$ cat config.mk
export PLATFORM = sky130hd
export DESIGN_NAME = sys_addr_decode
export DESIGN_NICKNAME = d
export VERILOG_FILES = /design/src/rtl/sys_addr_decode.sv
export SDC_FILE = /design/constraint.sdc
export NUM_CORES = 1
export LEC_CHECK = 0
export CORE_ASPECT_RATIO = 0.8
export CORE_UTILIZATION = 21
export CTS_BUF_LIST = sky130_fd_sc_hd__clkbuf_4 sky130_fd_sc_hd__clkbuf_8
export CTS_CLUSTER_SIZE = 25
export DETAILED_ROUTE_END_ITERATION = 10
export PLACE_DENSITY = 0.76
export SYNTH_ARGS = -nofsm -noshare
export SYNTH_HDL_FRONTEND = slang
export SYNTH_SLANG_ARGS = --single-unit
$ cat constraint.sdc
create_clock -name clk -period 2.6 [get_ports clk]
set_input_delay 0.78 -clock clk [delete_from_list [all_inputs] [get_ports clk]]
set_output_delay 0.78 -clock clk [all_outputs]
set_load 0.01 [all_outputs]
$ cat src/rtl/sys_addr_decode.sv
module sys_addr_decode #(
  parameter int          WBANK_W     = 3,
  parameter logic [6:0]  BANK_IO_OFS = 7'h70,
  localparam int         NTGT        = 10,
  localparam int         OFS_W       = WBANK_W + 12
) (
  input  logic               clk,
  input  logic               rst_n,
  input  logic [15:0]        addr,
  input  logic               wr_en,
  input  logic [7:0]         wdata,
  input  logic [1:0]         video_mode,
  input  logic [7:0]         tgt_rdata,
  output logic [NTGT-1:0]    sel,
  output logic [OFS_W-1:0]   offset,
  output logic [7:0]         rdata,
  output logic               mem_we,
  output logic               ctrl_wr,
  output logic [WBANK_W-1:0] wram_bank
);
  localparam int T_ROM0 = 0, T_ROMX = 1, T_VRAM = 2, T_CRAM = 3, T_WRAM0 = 4;
  localparam int T_WRAMX = 5, T_OAM = 6, T_IO = 7, T_HRAM = 8, T_IE = 9;
  localparam logic [15:0] BANK_ADDR = {8'hFF, 1'b0, BANK_IO_OFS};

  logic [WBANK_W-1:0] bank_raw;
  logic               oam_open;
  logic               unused_bits;

  assign unused_bits = &{1'b0, wdata[7:WBANK_W], video_mode[0]};
  assign oam_open    = ~video_mode[1];
  assign wram_bank   = (bank_raw == '0) ? WBANK_W'(1) : bank_raw;

  always_ff @(posedge clk) begin
    if (!rst_n)
      bank_raw <= '0;
    else if (wr_en && addr == BANK_ADDR)
      bank_raw <= wdata[WBANK_W-1:0];
  end

  always_comb begin
    sel    = '0;
    offset = '0;
    case (addr[15:12])
      4'h0, 4'h1, 4'h2, 4'h3: begin
        sel[T_ROM0] = 1'b1;
        offset      = OFS_W'(addr[13:0]);
      end
      4'h4, 4'h5, 4'h6, 4'h7: begin
        sel[T_ROMX] = 1'b1;
        offset      = OFS_W'(addr[13:0]);
      end
      4'h8, 4'h9: begin
        sel[T_VRAM] = 1'b1;
        offset      = OFS_W'(addr[12:0]);
      end
      4'hA, 4'hB: begin
        sel[T_CRAM] = 1'b1;
        offset      = OFS_W'(addr[12:0]);
      end
      4'hC, 4'hE: begin
        sel[T_WRAM0] = 1'b1;
        offset       = OFS_W'(addr[11:0]);
      end
      4'hD: begin
        sel[T_WRAMX] = 1'b1;
        offset       = {wram_bank, addr[11:0]};
      end
      default: begin
        if (addr[11:9] != 3'b111) begin
          sel[T_WRAMX] = 1'b1;
          offset       = {wram_bank, addr[11:0]};
        end else if (addr[8] == 1'b0) begin
          if (addr[7:0] < 8'hA0 && oam_open) begin
            sel[T_OAM] = 1'b1;
            offset     = OFS_W'(addr[7:0]);
          end
        end else if (addr[7] == 1'b0) begin
          sel[T_IO] = 1'b1;
          offset    = OFS_W'(addr[6:0]);
        end else if (addr[6:0] == 7'h7F) begin
          sel[T_IE] = 1'b1;
        end else begin
          sel[T_HRAM] = 1'b1;
          offset      = OFS_W'(addr[6:0]);
        end
      end
    endcase
  end

  assign ctrl_wr = wr_en & ~addr[15];
  assign mem_we  = wr_en & addr[15] & (|sel);
  assign rdata   = (|sel) ? tgt_rdata : 8'hFF;
endmodule

==> flow_metrics.py, run 1 <==
metrics = {
    "synthesis": {
        "synth_xor_area_share_pct": 0,
        "ys_ff_latch": 3,
        "syn-cell-area_um2": 510,
        "synth-compound-area-share_pct": 21.8,
        "ys.flop_type": "dfxtp_1",
        "yosys-top-cells-count": "and2_1 (11), or2_2 (9), nor2_1 (6), nand2_1 (5), nand3_1 (5)",
        "synth_edf_count": 0,
        "yosysMostFrequentCell": "and2_1",
        "yosys_warnings": 0,
        "synthArstFlopShare_pct": 0,
        "synthCells": 76,
        "synth_top_family_by_area": "simple AND/OR/NAND/NOR gates",
        "synth_top_area_share_pct": 13.5,
        "synth_mux_area_share_pct": 0,
        "synth_fa_ha_area_share_pct": 0,
        "ys_top_cells_by_area": "and2_1 (13%), dfxtp_1 (12%), or2_2 (11%)",
        "syn_nets": 113,
        "synthDistinctLibCells": 25,
        "yosysTopAreaCell": "and2_1",
        "syn_avg_cell_area_um2": 6.72,
        "seq_area_frac_synth_pct": 11.8,
        "synth_simple_gate_area_share_pct": 61.3,
    },
    "timing": {
        "finalHoldViolations": 0,
        "timing.hold.ws_ns": 0.487,
        "worstMarginPinSlew_ns": 0.336,
        "fin_worst_skew_ns": 0,
        "slew_headroom_pct": 77.4,
        "rsz0062_at_grt": "yes",
        "report.final.slew_viol_count": 0,
        "fmax_mhz": 358,
        "period_minus_slack_ns": 2.79,
        "fin_crit_sh_pct": 107,
        "finalSetupViolations": 16,
        "setup_ws_ns": -0.191,
    },
    "floorplan": {
        "core_area_mm2": 0.00223,
        "io_pins": 75,
        "die_height_um": 46.1,
        "die_area_mm2": 0.00263,
        "fp.dieW_um": 57.1,
        "start_util_pct": 22.9,
        "row_count": 15,
    },
    "cts": {
        "clkSlewWorstSetupHoldPaths_ns": 0.04,
        "cts_tree": "yes",
        "clockRootBuffer": "clkbuf_4",
        "cts_max_level": 1,
        "hold_buffers": 0,
        "clk_path_buf_depth": 2,
        "clk_latency_ns": 0.23,
        "cts_buffers": 3,
        "clkSinkCount": 3,
    },
    "final_layout": {
        "drive_gt1_share_pct": 57.6,
        "nNetsFinal": 215,
        "n_fill_cell": 172,
        "top_regs": "bank_raw (3)",
        "area_delta_synth_final_pct": 202,
        "multi_input_comb_area_um2": 520,
        "largest-register": "bank_raw",
        "n_antenna_cell": 0,
        "fin_area_mm2": 0.00154,
        "seqCellArea_um2": 60.1,
        "largest_reg_flops": 3,
    },
    "critical_path": {
        "r2r_start": "bank_raw[2]$_SDFFE_PN0P_",
        "cp_top_family": "buffers and inverters",
        "worstPathMaxFanout": 4,
        "path_cells": "buf_6 > nand4_1 > buf_4 > a2111oi_4 > buf_4 > buf_6 > buf_6 > or2_4 > buf_6",
        "cp.arrival_ns": 2.01,
        "crit_path_frequent_cell": "buf_6",
        "cp.depth": 9,
        "r2r_setup_slack_ns": 1.95,
        "cp.required_ns": 1.82,
        "path_buf_inv": 6,
        "cp-start-kind": "primary input",
        "endpoint_kind": "output port",
        "setup.worst_path.class": "in -> out",
        "slowest_stage": "a2111oi_4",
        "worst-r2r-cell-count": 2,
        "cpPeakStageDelay_ns": 0.26,
        "r2r-end": "bank_raw[2]$_SDFFE_PN0P_",
    },
    "grt": {
        "grtUsageTotal_pct": 17.3,
        "grt_pass1_wl_mm": 3.62,
        "grt_max_degree": 8,
        "grt_overflow": 0,
        "grt_pass1_vias": 932,
        "antenna_found_initial": 0,
    },
    "power_and_ir_drop": {
        "power.density_mw_per_mm2": 204,
        "pwr-share-seq_pct": 14.7,
        "p_int_w": 0.000224,
        "p_clk_share_pct": 28.9,
        "switching_share_pct": 28.8,
        "peakVddDrop_uv": 99.7,
        "p_switching_w": 0.0000907,
        "leakage_nw": 0.742,
        "combPwrFrac_pct": 56.4,
    },
    "placed_design": {
        "place_ws_ns": -0.983,
        "dp_hpwl_mm": 1.87,
        "io_buffers": 68,
        "place.gp.congestion": 0.702,
        "placed_cell_area_mm2": 0.00137,
    },
    "hold_path": {
        "min_to": "bank_raw[0]$_SDFFE_PN0P_",
        "whs_path_depth": 2,
        "hp-class": "reg -> reg",
        "worstHoldStart": "bank_raw[0]$_SDFFE_PN0P_",
    },
    "routing": {
        "ant_nets": 0,
        "vias": 945,
        "drt_pass1_iterations": 7,
        "wl_per_cell_um": 12.9,
        "route.detailed.drc": 4,
        "routed_wl_mm": 2.61,
        "avgViaCountPerCell": 4.68,
        "drtIter0Drc": 9,
    },
    "outcome": {
        "violations": "design-rule violations, negative setup slack",
        "status": "finished with violations",
    },
    "flow_run": {
        "drv_cap": 0,
    },
}
[power by group through the flow]
stage / Combinational, W / Clock, W / Sequential (W)
3_3_place_gp: 0.000163 / 0 / 0.0000470
6_report: 0.000177 / 0.0000910 / 0.0000463
2_1_floorplan: 0.0000438 / 0 / 0.0000470
4_1_cts: 0.000165 / 0.0000947 / 0.0000463
5_1_grt: 0.000188 / 0.0000989 / 0.0000462
3_5_place_dp: 0.000165 / 0 / 0.0000470
[repair_timing]
action	CTS	global route
gates cloned	1	0
setup buffers	9	3
gates resized for setup	178	28
endpoints found under the setup margin	35	25
pin swaps	17	2
[area by class of cell]
type                       instances  share of cell area (%)
timing repair buffer             100                    57.6
multi-input combinational         67                    33.8
sequential                         3                    3.90
tap                               25                    2.03
clock buffer                       4                    1.95
inverter                           3                   0.731
[cell families after synthesis]
| logic type | Yosys count |
|---|---|
| AOI/OAI and AO/OA | 14 |
| DFF | 3 |
| and+or+nand+nor | 53 |
| buffers and inverters | 6 |
[per-layer routing]
| layer | vias to the layer above | track usage, % | share of wire [%] |
|---|---|---|---|
| met3 | 0 | 5.62 | 9.0 |
| met2 | 48 | 36.9 | 54 |
| met1 | 432 | 16.9 | 37 |
| li1 | 465 | - | - |
| met5 | - | 0 | 0 |
| met4 | 0 | 2.44 | 0 |
[layout by cell type, fill, tap and decap left out, types with 2 or more instances in the layout]
cell type        netlist  final
nor3b_1                3      3
nor3_1                 3      2
a21oi_1                4      4
buf_6                  0     25
and2_1                11      4
nor2b_1                4      3
clkbuf_4               0      4
nand3_1                5      4
nand4_1                2      2
or2_2                  9      3
dfxtp_1                3      3
o21a_1                 2      2
dlymetal6s2s_1         0      3
nand2_1                5      5
dlygate4sd2_1          0     10
nor2_4                 0      2
nor2_1                 6      3
o21ai_1                4      3
clkdlybuf4s50_1        0     19
and2_4                 0      7
buf_2                  0      9
or2_4                  0      6
inv_1                  3      2
buf_4                  1     30
clkbuf_2               0      4
[worst max-delay path by stage]
stage          startpoint         to  slack, ns
5_1_grt           addr[9]   rdata[6]      -0.25
3_5_place_dp     addr[10]  offset[5]      -0.98
6_report         addr[13]   rdata[6]      -0.19
4_1_cts          addr[13]   rdata[6]      -0.16
2_1_floorplan    addr[10]     sel[7]      0.006
3_3_place_gp     addr[10]     sel[9]      -0.91
[stage by stage]
step	power, W	util [%]	TNS (ns)	instances
final	0.000315	69.0	-1.87	202
after global routing	0.000334	69.0	-2.78	202
after CTS	0.000306	65.7	-1.31	199
after detailed placement	0.000212	61.1	-26.58	185
after global placement	0.000210	61.1	-25.57	185
after floorplan	0.0000907	-	0	76
[worst min-delay path: cells and delay by family, from the launching register on]
family,cells,cell delay (ns)
AO/OA/AOI/OAI,2,0.13
flip-flops,1,0.31
Power figures use the tool's default switching activity.
==> run 2, diff against run 1 <==
- CORE_UTILIZATION: 21 -> 24
- PLACE_DENSITY: 0.76 -> 0.82
- clock period: 2.6 -> 2.8 ns (I/O delays scaled with it)
==> run 2 against run 1 <==
The run ends with negative setup slack left. Non-clock buffer count grew 2. Routed wire length up 5.8%. Worst setup slack gained 0.074 ns. Count of clock-buffer cells in the layout unchanged. Sequential power is 7.1% lower. Hold slack worse by 0.0093 ns. Clock skew unchanged. Critical path type unchanged. Critical endpoint is now rdata[5].
==> flow_metrics.py, run 2 (same netlist as run 1, synthesis figures left out) <==
metrics = {
    "power_and_ir_drop": {
        "leakage_nw": 0.698,
        "peakVddDrop_uv": 160,
        "power.density_mw_per_mm2": 194,
    },
    "timing": {
        "rsz0062_at_grt": "yes",
        "slew_headroom_pct": 75.8,
        "report.final.slew_viol_count": 0,
        "worstMarginPinSlew_ns": 0.363,
        "period_minus_slack_ns": 2.92,
        "fmax_mhz": 343,
        "timing.hold.ws_ns": 0.478,
        "fin_crit_sh_pct": 104,
        "finalHoldViolations": 0,
        "fin_worst_skew_ns": 0,
        "finalSetupViolations": 19,
        "setup_ws_ns": -0.117,
    },
    "final_layout": {
        "largest-register": "bank_raw",
        "nNetsFinal": 217,
        "top_regs": "bank_raw (3)",
        "fin_area_mm2": 0.00151,
        "final_cell_mix": "buf_4 (27), buf_6 (24), clkdlybuf4s50_1 (21), buf_2 (16), dlygate4sd2_1 (8)",
        "n_antenna_cell": 0,
        "drive_gt1_share_pct": 57.5,
        "final_common_cell": "buf_4",
        "area_delta_synth_final_pct": 196,
        "largest_reg_flops": 3,
        "final_util_pct": 77.7,
    },
    "floorplan": {
        "row_count": 14,
        "die_height_um": 43.3,
        "fp.dieW_um": 53.6,
        "start_util_pct": 26.3,
        "core_area_mm2": 0.00194,
        "io_pins": 75,
        "die_area_mm2": 0.00232,
    },
    "cts": {
        "cts_tree": "yes",
        "cts_buffers": 3,
        "cts_max_level": 1,
        "clk_path_buf_depth": 2,
        "clkSinkCount": 3,
        "clkSlewWorstSetupHoldPaths_ns": 0.04,
        "clockRootBuffer": "clkbuf_4",
        "hold_buffers": 0,
        "clk_latency_ns": 0.23,
    },
    "critical_path": {
        "cpPeakStageDelay_ns": 0.36,
        "path_buf_inv": 5,
        "setup.worst_path.class": "in -> out",
        "cp-start-kind": "primary input",
        "worstPathMaxFanout": 4,
        "cp.required_ns": 1.96,
        "crit_path_frequent_cell": "buf_6",
        "cp_top_family": "buffers and inverters",
        "path_cells": "buf_6 > nand4_1 > a2111oi_4 > buf_4 > buf_6 > buf_6 > or2_4 > buf_6",
        "endpoint_kind": "output port",
        "cp.arrival_ns": 2.08,
        "slowest_stage": "a2111oi_4",
    },
    "routing": {
        "drtIter0Drc": 7,
        "route.detailed.drc": 0,
        "wl_met3_um": 195,
        "avgViaCountPerCell": 4.65,
        "maxUsedRoutingLayer": "met4",
        "wl_per_cell_um": 13.6,
        "routed_wl_mm": 2.76,
        "vias": 944,
        "drt_pass1_iterations": 4,
        "met1_length_mm": 1.10,
        "ant_nets": 0,
        "wl_met2_mm": 1.45,
    },
    "placed_design": {
        "dp_hpwl_mm": 1.87,
        "place_ws_ns": -0.855,
        "io_buffers": 68,
        "place.gp.congestion": 0.754,
        "placed_cell_area_mm2": 0.00137,
    },
    "grt": {
        "grt_overflow": 0,
        "grtUsageTotal_pct": 21.5,
        "antenna_found_initial": 0,
        "grt_max_degree": 9,
        "grt_pass1_vias": 912,
        "grt_pass1_wl_mm": 3.63,
    },
    "outcome": {
        "status": "finished with violations",
        "violations": "negative setup slack",
    },
    "hold_path": {
        "hp-class": "reg -> reg",
    },
    "flow_run": {
        "drv_cap": 0,
    },
}
run 2: cell count changes in the layout (fill, tap and decap cells not counted), sizes merged:
cell           change
clkdlybuf4s50      +2
clkdlybuf4s15      +2
dlygate4sd2        -2
dlymetal6s2s       -3
buf                +3
run 2: worst min-delay path, cell delays in order (launching register included):
cell and delay [ns]:
dfxtp_1 0.30, o21ai_1 0.07, a21oi_1 0.06
run 2: per-layer routing:
layer / track usage [%] / vias to the layer above
li1: - / 471
met1: 24.9 / 430
met5: 0 / -
met3: 7.17 / 2
met4: 3.16 / 0
met2: 38.0 / 41
run 2: area by class of cell:
type                            instances  area (um2)
Timing Repair Buffer                  102         873
Inverter                                3        11.3
Multi-Input combinational cell         67         505
Fill cell                             144         434
Clock buffer                            4        30.0
Tap cell                               24        30.0
Sequential cell                         3        60.1
run 2: per-stage QoR:
stage,power [W],instances,TNS (ns)
detailed placement,0.000197,186,-23.35
CTS,0.000277,201,-0.131
global route,0.000311,203,-2.38
global placement,0.000195,186,-23.11
floorplan,0.0000836,76,0
finish,0.000292,203,-1.03
run 2: repair_timing:
item | 4_1_cts | 5_1_grt
setup endpoints to repair | 35 | 26
gates resized for setup | 167 | 36
buffers inserted | 10 | 2
pin swaps | 17 | 3
gates cloned | 1 | 0
run 2: path summary, 6_finish.rpt:
path                                               start                       end  slack (ns)  cells past startpoint
worst min register to register  bank_raw[0]$_SDFFE_PN0P_  bank_raw[0]$_SDFFE_PN0P_        0.48                      2
worst min-delay path            bank_raw[0]$_SDFFE_PN0P_  bank_raw[0]$_SDFFE_PN0P_        0.48                      2
worst max-delay path                            addr[10]                  rdata[5]       -0.12                      8
worst max register to register  bank_raw[2]$_SDFFE_PN0P_  bank_raw[2]$_SDFFE_PN0P_        2.11                      2
run 2: report_power, final:
| group | internal [W] | switching, W | total [W] | leakage [nW] |
|---|---|---|---|---|
| registers | 0.0000430 | 0.000000000282 | 0.0000430 | 0.0241 |
| clock network | 0.0000632 | 0.0000239 | 0.0000870 | 0.0184 |
| logic | 0.0000998 | 0.0000627 | 0.000162 | 0.656 |
| total | 0.000206 | 0.0000865 | 0.000292 | 0.698 |
==> run 3, diff against run 2 <==
- ABC_CLOCK_PERIOD_IN_PS: default -> 2800
==> results of run 3 <==
No change in the layout: final DEF, timing and power equal those of run 2.
